## config.mk

```make
export PLATFORM = sky130hd
export DESIGN_NAME = play_status_ports
export DESIGN_NICKNAME = d
export VERILOG_FILES = /design/src/rtl/psd_pkg.sv /design/src/rtl/psd_timebase.sv /design/src/rtl/psd_stop_pulse.sv /design/src/rtl/psd_port_mux.sv /design/src/rtl/play_status_ports.sv
export SDC_FILE = /design/constraint.sdc
export NUM_CORES = 1
export LEC_CHECK = 0
export ABC_AREA = 1
export BUFFER_PORTS_ARGS = -buffer_cell sky130_fd_sc_hd__buf_2
export CORE_ASPECT_RATIO = 0.5
export CORE_MARGIN = 4
export CORE_UTILIZATION = 35
export CTS_CLUSTER_DIAMETER = 50
export CTS_CLUSTER_SIZE = 24
export DETAILED_ROUTE_END_ITERATION = 12
export PLACE_DENSITY_LB_ADDON = 0.1
export SETUP_SLACK_MARGIN = 0.4
export SLEW_MARGIN = 20
export SYNTH_ARGS = -nofsm -noshare
export SYNTH_HDL_FRONTEND = slang
export SYNTH_HIERARCHICAL = 1
export SYNTH_SLANG_ARGS = --single-unit
```

## constraint.sdc

```tcl
create_clock -name clk -period 1.85 [get_ports clk]
set_clock_uncertainty 0.05 [all_clocks]
set_input_delay 0.2775 -clock clk [delete_from_list [all_inputs] [get_ports clk]]
set_output_delay 0.2775 -clock clk [all_outputs]
set_load 0.01 [all_outputs]
```

## src/rtl/psd_pkg.sv

```systemverilog
package psd_pkg;

   localparam int NUM_PORTS  = 4;
   localparam int SLOTS_PER_FRAME = 10;
   localparam int DYN_A_ACTIVE = 7;
   localparam int DYN_B_ACTIVE = 9;

   typedef struct packed {
      logic busy;
      logic fast;
      logic slow;
      logic dyn_a;
      logic dyn_b;
      logic stop;
   } psd_sig_t;

endpackage

```

## src/rtl/psd_timebase.sv

```systemverilog
module psd_timebase #(
   parameter int FAST_TICKS = 256,
   parameter int SLOW_TICKS = 1024,
   parameter int SLOT_TICKS = 32
) (
   input  logic clk,
   input  logic rst_n,
   input  logic busy_i,
   input  logic tick_i,
   output logic fast_o,
   output logic slow_o,
   output logic dyn_a_o,
   output logic dyn_b_o
);
   import psd_pkg::*;

   localparam int PW  = $clog2(SLOW_TICKS);
   localparam int FB  = $clog2(FAST_TICKS) - 1;
   localparam int SB  = PW - 1;
   localparam int IW  = $clog2(SLOTS_PER_FRAME);

   generate
      if (FAST_TICKS < 2 || (FAST_TICKS & (FAST_TICKS - 1)) != 0)
         $error("FAST_TICKS must be a power of two of at least 2");
      if (SLOW_TICKS < FAST_TICKS || (SLOW_TICKS & (SLOW_TICKS - 1)) != 0)
         $error("SLOW_TICKS must be a power of two not below FAST_TICKS");
      if (SLOT_TICKS < 1)
         $error("SLOT_TICKS must be positive");
   endgenerate

   logic [PW-1:0] phase_q;
   logic [IW-1:0] slot_q;
   logic          slot_adv;

   always_ff @(posedge clk or negedge rst_n) begin
      if (!rst_n)       phase_q <= '0;
      else if (!busy_i) phase_q <= '0;
      else if (tick_i)  phase_q <= phase_q + 1'b1;
   end

   generate
      if (SLOT_TICKS == 1) begin : g_slot_direct
         assign slot_adv = tick_i;
      end else begin : g_slot_div
         localparam int DW = $clog2(SLOT_TICKS);
         logic [DW-1:0] sub_q;
         assign slot_adv = tick_i && (sub_q == DW'(SLOT_TICKS - 1));
         always_ff @(posedge clk or negedge rst_n) begin
            if (!rst_n)        sub_q <= '0;
            else if (!busy_i)  sub_q <= '0;
            else if (slot_adv) sub_q <= '0;
            else if (tick_i)   sub_q <= sub_q + 1'b1;
         end
      end
   endgenerate

   always_ff @(posedge clk or negedge rst_n) begin
      if (!rst_n)        slot_q <= '0;
      else if (!busy_i)  slot_q <= '0;
      else if (slot_adv) slot_q <= (slot_q == IW'(SLOTS_PER_FRAME - 1)) ? '0 : slot_q + 1'b1;
   end

   assign fast_o  = ~phase_q[FB];
   assign slow_o  = ~phase_q[SB];
   assign dyn_a_o = slot_q < IW'(DYN_A_ACTIVE);
   assign dyn_b_o = slot_q < IW'(DYN_B_ACTIVE);

endmodule

```

## src/rtl/psd_stop_pulse.sv

```systemverilog
module psd_stop_pulse #(
   parameter int STOP_TICKS = 64
) (
   input  logic clk,
   input  logic rst_n,
   input  logic done_i,
   input  logic tick_i,
   output logic stop_o
);
   localparam int CW = $clog2(STOP_TICKS + 1);

   generate
      if (STOP_TICKS < 1) $error("STOP_TICKS must be positive");
   endgenerate

   logic [CW-1:0] left_q;

   always_ff @(posedge clk or negedge rst_n) begin
      if (!rst_n)                      left_q <= '0;
      else if (done_i)                 left_q <= CW'(STOP_TICKS);
      else if (tick_i && left_q != '0) left_q <= left_q - 1'b1;
   end

   assign stop_o = (left_q != '0);

endmodule

```

## src/rtl/psd_port_mux.sv

```systemverilog
module psd_port_mux #(
   parameter int PORT = 0
) (
   input  logic              led_en_i,
   input  logic [1:0]        opt_i,
   input  psd_pkg::psd_sig_t sig_i,
   output logic              lvl_o
);
   generate
      if (PORT < 0 || PORT > 3) $error("PORT must be 0..3");

      if (PORT == 0) begin : g_a
         always_comb begin
            if (led_en_i) begin
               if (!sig_i.busy) lvl_o = 1'b1;
               else begin
                  unique case (opt_i)
                     2'd0:    lvl_o = sig_i.fast;
                     2'd1:    lvl_o = sig_i.slow;
                     2'd2:    lvl_o = sig_i.dyn_a;
                     default: lvl_o = 1'b0;
                  endcase
               end
            end else begin
               unique case (opt_i)
                  2'd0:    lvl_o = sig_i.busy;
                  2'd1:    lvl_o = 1'b0;
                  2'd2:    lvl_o = sig_i.stop;
                  default: lvl_o = 1'b1;
               endcase
            end
         end
      end else if (PORT == 1) begin : g_b
         always_comb begin
            if (led_en_i) begin
               if (!sig_i.busy) lvl_o = 1'b1;
               else begin
                  unique case (opt_i)
                     2'd0:    lvl_o = ~sig_i.fast;
                     2'd1:    lvl_o = ~sig_i.slow;
                     2'd2:    lvl_o = sig_i.dyn_b;
                     default: lvl_o = 1'b1;
                  endcase
               end
            end else begin
               unique case (opt_i)
                  2'd0:    lvl_o = sig_i.busy;
                  2'd1:    lvl_o = 1'b0;
                  2'd2:    lvl_o = sig_i.stop;
                  default: lvl_o = 1'b1;
               endcase
            end
         end
      end else if (PORT == 2) begin : g_c
         always_comb begin
            if (led_en_i) begin
               if (!sig_i.busy) lvl_o = 1'b1;
               else begin
                  unique case (opt_i)
                     2'd0:    lvl_o = sig_i.fast;
                     2'd1:    lvl_o = sig_i.slow;
                     2'd2:    lvl_o = 1'b1;
                     default: lvl_o = 1'b0;
                  endcase
               end
            end else begin
               unique case (opt_i)
                  2'd0:    lvl_o = sig_i.busy;
                  2'd1:    lvl_o = 1'b0;
                  2'd2:    lvl_o = ~sig_i.busy;
                  default: lvl_o = 1'b1;
               endcase
            end
         end
      end else begin : g_d
         always_comb begin
            unique case ({led_en_i, opt_i[0]})
               2'b00:   lvl_o = sig_i.busy;
               2'b01:   lvl_o = 1'b0;
               2'b10:   lvl_o = ~sig_i.busy;
               default: lvl_o = 1'b1;
            endcase
         end
      end
   endgenerate

endmodule

```

## src/rtl/play_status_ports.sv

```systemverilog
module play_status_ports #(
   parameter int FAST_TICKS = 256,
   parameter int SLOW_TICKS = 1024,
   parameter int SLOT_TICKS = 32,
   parameter int STOP_TICKS = 64
) (
   input  logic       clk,
   input  logic       rst_n,
   input  logic       busy_i,
   input  logic       done_i,
   input  logic       tick_i,
   input  logic [3:0] led_en_i,
   input  logic [7:0] opt_i,
   input  logic [3:0] init_lvl_i,
   output logic [3:0] port_o
);
   import psd_pkg::*;

   logic     busy_q;
   logic     started_q;
   psd_sig_t sig;
   logic [NUM_PORTS-1:0] mux_lvl;

   always_ff @(posedge clk or negedge rst_n) begin
      if (!rst_n) begin
         busy_q    <= 1'b0;
         started_q <= 1'b0;
      end else begin
         busy_q <= busy_i;
         if (busy_i) started_q <= 1'b1;
      end
   end

   psd_timebase #(
      .FAST_TICKS(FAST_TICKS),
      .SLOW_TICKS(SLOW_TICKS),
      .SLOT_TICKS(SLOT_TICKS)
   ) u_time (
      .clk    (clk),
      .rst_n  (rst_n),
      .busy_i (busy_i),
      .tick_i (tick_i),
      .fast_o (sig.fast),
      .slow_o (sig.slow),
      .dyn_a_o(sig.dyn_a),
      .dyn_b_o(sig.dyn_b)
   );

   psd_stop_pulse #(.STOP_TICKS(STOP_TICKS)) u_stop (
      .clk   (clk),
      .rst_n (rst_n),
      .done_i(done_i),
      .tick_i(tick_i),
      .stop_o(sig.stop)
   );

   assign sig.busy = busy_q;

   generate
      for (genvar p = 0; p < NUM_PORTS; p++) begin : g_port
         psd_port_mux #(.PORT(p)) u_mux (
            .led_en_i(led_en_i[p]),
            .opt_i   (opt_i[2*p +: 2]),
            .sig_i   (sig),
            .lvl_o   (mux_lvl[p])
         );
      end
   endgenerate

   assign port_o = started_q ? mux_lvl : init_lvl_i;

endmodule

```

After elaboration in Yosys (flattened, before gate mapping). Cells that the tools add are included.

Add/subtract/negate cells: 4. Magnitude comparators: 2. Eq/ne operators: 13. Multiplexer cells: 24. Bitwise gates (word level): 3. Reductions and logical operators: 8.

Operator list (count): $pmux W1 S3 (7); $mux W10 (2); $mux W4 (4); $mux W5 (3); $mux W7 (2); $add A10 B1 Y10 const B (1); $eq A2 B1 Y1 const B (4); $eq A2 B2 Y1 const B (4); $logic_not A2 Y1 (4); $reduce_bool A7 Y1 (1); $sub A7 B1 Y7 const B (1); $mux W1 (6); $add A5 B1 Y5 const B (1); $eq A5 B5 Y1 const B (1); $add A4 B1 Y4 const B (1); $eq A4 B4 Y1 const B (1); $lt A4 B3 Y1 const B (1); $lt A4 B4 Y1 const B (1); $ne A2 B1 Y1 const B (2); $ne A3 B1 Y1 const B (1); $not A1 Y1 (3); $logic_and A1 B1 Y1 (2); $reduce_bool A2 Y1 (1).

Register bits: 28. Bits of input ports: 21. Output and inout port bits: 4. Logic and storage cells: 60.

Logic depth before layout (Yosys ltp). Gate-level depths: netlist of run 1.

Depth after elaboration: 5. Mapped depth: 11. Mapped depth without buffers: 11.

Hierarchy. Netlist of run 1, hierarchy kept.

By module, submodules not included: psd_timebase (instances 1, cells each 124, area an instance 987.2 um^2, sequential area each 475.5 um^2); psd_stop_pulse (instances 1, cells each 54, area an instance 420.4 um^2, sequential area each 175.2 um^2); play_status_ports (instances 1, cells each 16, area an instance 105.1 um^2, sequential area each 50.0 um^2); psd_port_mux (g_port[2].u_mux) (instances 1, cells each 15, area an instance 63.8 um^2, sequential area each 0.0 um^2); psd_port_mux (g_port[0].u_mux) (instances 1, cells each 14, area an instance 60.1 um^2, sequential area each 0.0 um^2); psd_port_mux (g_port[1].u_mux) (instances 1, cells each 14, area an instance 58.8 um^2, sequential area each 0.0 um^2); psd_port_mux (g_port[3].u_mux) (instances 1, cells each 7, area an instance 27.5 um^2, sequential area each 0.0 um^2).

Least setup slack after synthesis of run 1. No wires, ideal clock.

Path type: register -> output. Start: register u_stop.left_q[0]. End: output port port_o[0]. Arrival time: 1452 ps. Data required time: 1522 ps. Setup slack: 70 ps. Stages on the path, launching flop included: 12. Path buffers: 0. Path through: dfrtp_1 inv_1 ha_1 nand2_1 nor2_4 inv_1 o21ai_0 nand2_1 nor2_1 nor2_1 nand2_1 nand2_1.

RTL lines: start: declaration (line psd_stop_pulse.sv:16) `logic [CW-1:0] left_q;`; start signal: assignment (line psd_stop_pulse.sv:20) `else if (done_i) left_q <= CW'(STOP_TICKS);`; start signal: assignment (line psd_stop_pulse.sv:21) `else if (tick_i && left_q != '0) left_q <= left_q - 1'b1;`; end: declaration (line play_status_ports.sv:15) `output logic [3:0] port_o`.

==> key figures, run 1 <==
Routing
  • DRC violation total after the first TritonRoute iteration: 67
  • Detailed Routing Iterations Pass 1: 4
  • Post-detailed-route count of antenna-violating nets: 0
  • DRC violation count after routing: 0
  • Drt total wl: 3790 um
  • Average wire length per cell after detail routing: 10.6 um
  • Vias: 1604
  • Via count normalized by instance count: 4.49

Timing
  • Normalized max-slew margin: 0.585
  • Hold violation count in the final report: 0
  • Share of the clock period used by the worst path after layout: 1.05
  • Slew of the pin with the lowest slew margin: 0.623 ns
  • Worst-case setup margin in the final layout: -0.0964 ns
  • Max Transition Viols Final: 0
  • Number of failing setup endpoints in the final timing report: 2
  • Minimum period implied by the final worst setup slack: 1.95 ns
  • RSZ-0062 raised after global routing: true
  • Highest achievable clock rate: 514 MHz

Placed design
  • Final estimated routing congestion in global placement: 0.745
  • DPL Wire Length: 2680 um
  • Port buffer count: 23
  • Cell area after placement: 1940 um^2
  • Setup WS pre-CTS: 0.0934 ns

Global route
  • Wire length of the first global-routing pass: 6000 um
  • Total congestion overflow: 0
  • Largest net degree at the start of global routing: 29
  • Global routing usage summed across all routing layers: 0.118
  • Vias in the first global route: 1378
  • Initial antenna violation count: 0

Flow run
  • Max-cap violations: 0

Outcome
  • Status: finished with violations
  • Violated checks: negative setup slack

Clock tree
  • CTS Sinks: 28
  • Insertion delay to the later sink of the worst-skew pair: 0.27 ns
  • Number of buffers inserted during clock tree synthesis: 3
  • TritonCTS clock tree: built
  • Clock tree root driver cell: sky130_fd_sc_hd__clkbuf_8
  • Clock Path Buffers: 2
  • Max H-tree Level: 1
  • Reg clk slew, reported paths: 0.09 ns

Synthesis
  • Portion of synthesized cell area occupied by the leading cell type: 0.407
  • Share of synthesized area occupied by flip-flops and latches: 0.407
  • Post-synthesis cell count: 244
  • Synthesized area per cell: 7.06 um^2
  • Leading area contributor after synthesis: sky130_fd_sc_hd__dfrtp_1
  • Number of synthesized register bits: 28
  • Largest cells by area after synthesis: sky130_fd_sc_hd__dfrtp_1, sky130_fd_sc_hd__nand2_1, sky130_fd_sc_hd__nor2_1
  • Yosys warns: 6
  • Post-synthesis instance area: 1720 um^2
  • Yosys cell types: 27
  • Net count after synthesis: 269

Finish
  • Post-Layout Inst Area: 2270 um^2
  • Layout cells sized above 1: 0.337
  • Diodes inserted: 0
  • Number of nets in the final layout: 317
  • Layout overhead on the synthesized area: 31.7%

Critical path
  • Startpoint kind of the worst setup timing path: flip-flop
  • Category of the critical setup timing path: flip-flop to primary output
  • Critical Path Fanout Max: 2
  • Worst Setup End Kind: primary output
  • Critical Path AT: 1.62 ns
  • Required time of the critical path: 1.52 ns

Floorplan
  • Starting density of the core: 0.377
  • # IOs: 25
  • Vert. Die Dim: 57.6 um
  • Core box area: 4570 um^2
  • X dimension of the die: 107 um
  • Number of rows in the core area: 17
  • Total die area: 6180 um^2

Power
  • Pwr per Cell Area: 630 nW/um^2
  • Static Leak: 1.17 nW
  • Post-layout total power: 1.43 mW
  • VDD IR max: 293 uV

Worst hold path
  • Path category of the worst min-delay check: primary input to flip-flop
## layout by cell type, fill, tap and decap left out, drive strengths merged
cell / Yosys / routed
a21oi: 8 / 8
xor2: 2 / 2
dlygate4sd3: 0 / 1
inv: 35 / 35
o31ai: 1 / 1
a21o: 2 / 2
nand4: 4 / 4
or2: 2 / 2
buf: 1 / 44
o22ai: 3 / 3
clkbuf: 1 / 4
o21ai: 10 / 10
xnor2: 2 / 2
nor2: 41 / 41
ha: 4 / 4
dfrtp: 28 / 28
nand3: 25 / 25
nand3b: 1 / 1
nor3: 1 / 1
nand2: 73 / 73
## cells in the mapped netlist (all sizes together)
cell type and instances:
a21o 2, a21oi 8, buf 1, clkbuf 1, dfrtp 28, ha 4
inv 35, nand2 73, nand3 25, nand3b 1, nand4 4, nor2 41
nor3 1, o21ai 10, o22ai 3, o31ai 1, or2 2, xnor2 2
xor2 2
## registers in the layout, summed over array words and instances (netlist names)
signal                   flops
u_time/slot_q                4
u_time/phase_q              10
u_time/g_slot_div.sub_q      5
u_stop/left_q                7
busy_q                       1
started_q                    1
## worst max-delay path, stage by stage, from the launching register on
cell and delay, ns:
sky130_fd_sc_hd__dfrtp_1 0.40, sky130_fd_sc_hd__inv_2 0.08, sky130_fd_sc_hd__ha_4 0.15, sky130_fd_sc_hd__nand2_4 0.05, sky130_fd_sc_hd__nor2_4 0.10, sky130_fd_sc_hd__inv_2 0.05, sky130_fd_sc_hd__o21ai_1 0.11, sky130_fd_sc_hd__nand2_1 0.06
sky130_fd_sc_hd__nor2_1 0.08, sky130_fd_sc_hd__nor2_1 0.05, sky130_fd_sc_hd__nand2_1 0.07, sky130_fd_sc_hd__nand2_2 0.05, sky130_fd_sc_hd__buf_6 0.11
## worst paths after layout
path | from | to | slack, ns | cells after the start
hold reg to reg | u_time/g_slot_div.sub_q[4] | u_time/g_slot_div.sub_q[4] | 0.44 | 2
setup / recovery | u_stop/left_q[0] | port_o[0] | -0.1 | 12
min in group asynchronous | rst_n | u_stop/left_q[3] | 0.50 | 2
hold / removal | busy_i | busy_q | 0.22 | 1
max in group asynchronous | rst_n | busy_q | 0.81 | 2
setup reg to reg | u_time/g_slot_div.sub_q[1] | u_time/g_slot_div.sub_q[3] | 0.38 | 9
## through the flow
stage          instances  utilization  hold slack (ns)  setup TNS, ns
2_1_floorplan        244            -          -0.0681              0
3_3_place_gp         333        0.425            0.292              0
3_5_place_dp         333        0.425            0.297              0
4_1_cts              346        0.463            0.217         -0.299
5_1_grt              357        0.496            0.220         -0.339
6_report             357        0.496            0.219         -0.115
## routing by layer
metal / up-vias / global-route usage / part of all wire
met4: 0 / 0.0146 / 0.0018
met5: - / 0 / 0
met1: 713 / 0.154 / 0.50
met2: 26 / 0.203 / 0.44
met3: 2 / 0.0334 / 0.050
li1: 863 / - / -
## where the power goes
part / total, mW / leakage [nW] / switching, mW / internal [mW]
registers: 0.677 / 0.369 / 0.0316 / 0.645
logic: 0.375 / 0.771 / 0.195 / 0.180
clock network: 0.377 / 0.0288 / 0.187 / 0.190
## kinds of logic (layout without fill, tap and decap cells)
group / Yosys count / in the layout / share of synthesized area
buf+inv: 37 / 84 / 0.0850
simple gates: 147 / 147 / 0.379
xor+xnor: 4 / 4 / 0.0203
fa+ha+maj: 4 / 4 / 0.0290
flops: 28 / 28 / 0.407
compound gates: 24 / 24 / 0.0799
## layout make-up
class | instances | area, um^2
Tap cell | 66 | 82.6
Fill cell | 471 | 2300
Timing Repair Buffer | 45 | 303
Clock buffer | 4 | 55.1
Multi-Input combinational cell | 179 | 995
Inverter | 35 | 131
Sequential cell | 28 | 703
## what timing repair did
item	4_1_cts	5_1_grt
setup endpoints to repair	11	11
hold endpoints to repair	28	0
buffers inserted	8	11
resized for setup	17	20
pin swaps	12	19
hold buffers	1	0
Power figures use the tool's default switching activity.
==> run 2, diff against run 1 <==
BUFFER_PORTS_ARGS = not set   (was -buffer_cell sky130_fd_sc_hd__buf_2)
DONT_BUFFER_PORTS = 1   (was not set)
SYNTH_HIERARCHICAL = not set   (was 1)
==> key figures, run 2 <==
Synthesis
  • Synthesized area per cell: 7.65 um^2 (+8.3%)
  • Yosys warns: 0 (-6)
  • Leading area contributor after synthesis: sky130_fd_sc_hd__dfrtp_1
  • Largest cells by area after synthesis: sky130_fd_sc_hd__dfrtp_1, sky130_fd_sc_hd__nand2_1, sky130_fd_sc_hd__inv_1
  • Number of synthesized register bits: 28 (unchanged)
  • Share of synthesized area occupied by flip-flops and latches: 0.388 (-0.0183)
  • Top cell types by occurrence after synthesis: sky130_fd_sc_hd__nand2_1, sky130_fd_sc_hd__inv_1, sky130_fd_sc_hd__dfrtp_1
  • Leading cell type by number of instances after synthesis: sky130_fd_sc_hd__nand2_1
  • Number of enable-type register cells in the synthesized netlist: 0 (unchanged)
  • Portion of synthesized cell area occupied by the leading cell type: 0.388 (-0.0183)
  • Yosys cell types: 33 (+22%)
  • Ys async rst share: 1.00 (unchanged)
  • Post-synthesis cell count: 236 (-3.3%)
  • Post-synthesis instance area: 1800 um^2 (+4.7%)
  • Net count after synthesis: 262 (-2.6%)
  • Most used flip-flop cell after synthesis: sky130_fd_sc_hd__dfrtp_1

Global route
  • Total congestion overflow: 0 (unchanged)
  • Global routing usage summed across all routing layers: 0.128 (+0.00959)
  • Vias in the first global route: 1492 (+8.3%)
  • Largest net degree at the start of global routing: 29 (unchanged)
  • Initial antenna violation count: 0 (unchanged)
  • Wire length of the first global-routing pass: 6520 um (+8.7%)

Critical path
  • Startpoint kind of the worst setup timing path: flip-flop
  • Library cell contributing the largest single delay on the critical path: sky130_fd_sc_hd__dfrtp_1
  • WP depth: 9 (-3)
  • Category of the critical setup timing path: flip-flop to primary output
  • Startpoint of the worst register-to-register path: u_time.g_slot_div.sub_q[0]
  • Required time of the critical path: 1.52 ns (about the same)
  • Largest stage delay, worst path: 0.40 ns (about the same)
  • Category of cells accounting for the largest share of critical-path delay: flip-flops
  • Critical Path AT: 1.41 ns (-0.21 ns)
  • Critical Path Fanout Max: 3 (+1)
  • Reg-to-Reg End: u_time.g_slot_div.sub_q[2]
  • Worst setup slack for register-to-register paths: 0.35 ns (-0.03 ns)
  • Crit path from: u_stop.left_q[1]
  • Number of buffers and inverters on the critical path: 2 (-1)
  • Cell-by-cell trace of the critical path: inv_2, ha_4, inv_2, nor2_4, nand3_4, o21ai_2, nand2_1, nand2_1, nand2_2
  • Depth of the worst register-to-register path: 9 (unchanged)
  • Worst Setup End Kind: primary output
  • Critical path endpoint: port_o[0]

Clock tree
  • Insertion delay to the later sink of the worst-skew pair: 0.27 ns (about the same)
  • Reg clk slew, reported paths: 0.09 ns (about the same)
  • Clock Path Buffers: 2 (unchanged)
  • TritonCTS clock tree: built
  • Max H-tree Level: 1 (unchanged)
  • Clock tree root driver cell: sky130_fd_sc_hd__clkbuf_8
  • CTS Sinks: 28 (unchanged)
  • Number of buffers inserted during clock tree synthesis: 3 (unchanged)

Power
  • VDD IR max: 285 uV (-2.8%)
  • Pwr per Cell Area: 741 nW/um^2 (+18%)
  • Clock network fraction of total power: 0.236 (-0.028)
  • Switching share of total power: 0.333 (+0.0436)
  • Internal power: 1.07 mW (+5.0%)
  • Post-layout total power: 1.60 mW (+12%)
  • Static Leak: 1.01 nW (-14%)
  • Register share of total power: 0.457 (-0.017)
  • Switching power of the nets: 533 uW (+29%)
  • Combinational Power Share: 0.307 (+0.044)

Floorplan
  • X dimension of the die: 110 um (+2.2%)
  • Total die area: 6440 um^2 (+4.2%)
  • Number of rows in the core area: 18 (+1)
  • Starting density of the core: 0.364 (-0.0126)
  • Vert. Die Dim: 58.8 um (+2.0%)
  • # IOs: 25 (unchanged)
  • Core box area: 4950 um^2 (+8.3%)

Finish
  • Diodes inserted: 0 (unchanged)
  • Number of nets in the final layout: 277 (-13%)
  • Fillcell total: 506 (+7.4%)
  • Post-Layout Inst Area: 2160 um^2 (-5.0%)
  • Most common cell after layout, fill and taps aside: sky130_fd_sc_hd__nand2_1
  • Layout cells sized above 1: 0.260 (-0.0768)
  • Largest register FFs: 10 (unchanged)
  • Largest register by flop count: u_time.phase_q
  • Layout overhead on the synthesized area: 19.6%
  • Largest registers: u_time.phase_q: 10 flops, u_stop.left_q: 7 flops, u_time.g_slot_div.sub_q: 5 flops
  • Most frequent cells in the layout: sky130_fd_sc_hd__nand2_1, sky130_fd_sc_hd__inv_1, sky130_fd_sc_hd__dfrtp_1

Timing
  • Slew of the pin with the lowest slew margin: 0.313 ns (-0.310 ns)
  • Number of failing setup endpoints in the final timing report: 0 (-2)
  • Worst-case setup margin in the final layout: 0.113 ns (+0.209 ns)
  • Minimum period implied by the final worst setup slack: 1.74 ns (-0.209 ns)
  • Max Transition Viols Final: 0 (unchanged)
  • Hold violation count in the final report: 0 (unchanged)
  • Share of the clock period used by the worst path after layout: 0.939 (-0.113)
  • RSZ-0062 raised after global routing: true
  • Sum of negative setup slack: 0 ns (+0.115 ns)
  • Highest achievable clock rate: 576 MHz (+12%)
  • Normalized max-slew margin: 0.791 (+0.206)

Placed design
  • Cell area after placement: 1880 um^2 (-3.3%)
  • Final estimated routing congestion in global placement: 0.769 (+3.2%)
  • Setup WS pre-CTS: 0.286 ns (+0.192 ns)
  • DPL Wire Length: 2720 um (+1.6%)
  • Port buffer count: 0 (-100%)

Outcome
  • Status: complete, no violations

Routing
  • Post-detailed-route count of antenna-violating nets: 0 (unchanged)
  • DRC violation total after the first TritonRoute iteration: 58 (-13%)
  • Vias: 1520 (-5.2%)
  • Drt total wl: 3850 um (+1.6%)
  • DRC violation count after routing: 0 (unchanged)
  • Detailed Routing Iterations Pass 1: 4 (unchanged)
  • Via count normalized by instance count: 4.75 (+5.7%)
  • Average wire length per cell after detail routing: 12.0 um (+13%)

Worst hold path
  • Path category of the worst min-delay check: primary input to flip-flop

Flow run
  • Max-cap violations: 0 (unchanged)
run 2: stage by stage:
stage	hold WS (ns)	std cells	utilization
3_5_place_dp	-0.0671	303	0.379
2_1_floorplan	-0.0681	236	-
6_report	0.0559	320	0.435
3_3_place_gp	-0.0670	303	0.379
5_1_grt	0.0393	320	0.435
4_1_cts	0.0440	318	0.415
run 2: kinds of logic (layout without fill, tap and decap cells):
logic type               Yosys count  in the layout  share of synthesized area
AO/OA/AOI/OAI                     31             31                      0.110
buffers and inverters             41             55                      0.101
XOR/XNOR                           4              4                     0.0194
flip-flops                        28             28                      0.388
AND/OR/NAND/NOR                  127            127                      0.347
adder cells (fa/ha/maj)            5              5                     0.0347
run 2: area by class of cell:
type / count / area [um^2] / share of cell area
Clock buffer: 4 / 55.1 / 0.0255
Inverter: 38 / 145 / 0.0673
Multi-Input combinational cell: 167 / 1050 / 0.488
Timing Repair Buffer: 13 / 115 / 0.0534
Tap cell: 70 / 87.6 / 0.0406
Sequential cell: 28 / 702 / 0.325
run 2: power by group through the flow:
| stage | Sequential [mW] | Clock (mW) | Combinational [mW] |
|---|---|---|---|
| 6_report | 0.730 | 0.377 | 0.492 |
| 5_1_grt | 0.740 | 0.417 | 0.555 |
| 3_3_place_gp | 0.741 | 0 | 0.377 |
| 2_1_floorplan | 0.729 | 0 | 0.350 |
| 4_1_cts | 0.730 | 0.397 | 0.461 |
| 3_5_place_dp | 0.743 | 0 | 0.394 |
run 2: worst min path at each step:
stage            from                 to  slack [ns]  depth (start not counted)
2_1_floorplan   rst_n             busy_q       -0.07                          0
3_3_place_gp    rst_n   u_stop.left_q[4]       -0.07                          0
3_5_place_dp    rst_n   u_stop.left_q[4]       -0.07                          0
4_1_cts        busy_i  u_time.phase_q[6]        0.04                          2
5_1_grt        busy_i  u_time.phase_q[6]        0.04                          2
6_report       busy_i  u_time.phase_q[6]        0.06                          2
run 2: repair_timing:
action / 4_1_cts / 5_1_grt
pin swaps: 11 / 14
gates resized for setup: 12 / 17
hold endpoints to repair: 29 / 0
setup buffers: 8 / 2
endpoints found under the setup margin: 13 / 19
hold buffers: 3 / 0
run 2: metal layers:
layer | global-route usage | wire length, um | up-vias
li1 | - | - | 790
met1 | 0.173 | 1880 | 715
met2 | 0.215 | 1880 | 13
met3 | 0.0340 | 88 | 2
met4 | 0.0107 | 8 | 0
met5 | 0 | 0 | -
run 2: worst register-to-register path: stages (launching register included):
cell and delay, ns:
sky130_fd_sc_hd__dfrtp_1 0.40, sky130_fd_sc_hd__ha_2 0.20, sky130_fd_sc_hd__nand2_2 0.08, sky130_fd_sc_hd__nor2_4 0.05, sky130_fd_sc_hd__ha_4 0.18, sky130_fd_sc_hd__a21oi_4 0.14
sky130_fd_sc_hd__inv_2 0.08, sky130_fd_sc_hd__a21oi_2 0.13, sky130_fd_sc_hd__o22ai_2 0.07, sky130_fd_sc_hd__inv_1 0.06
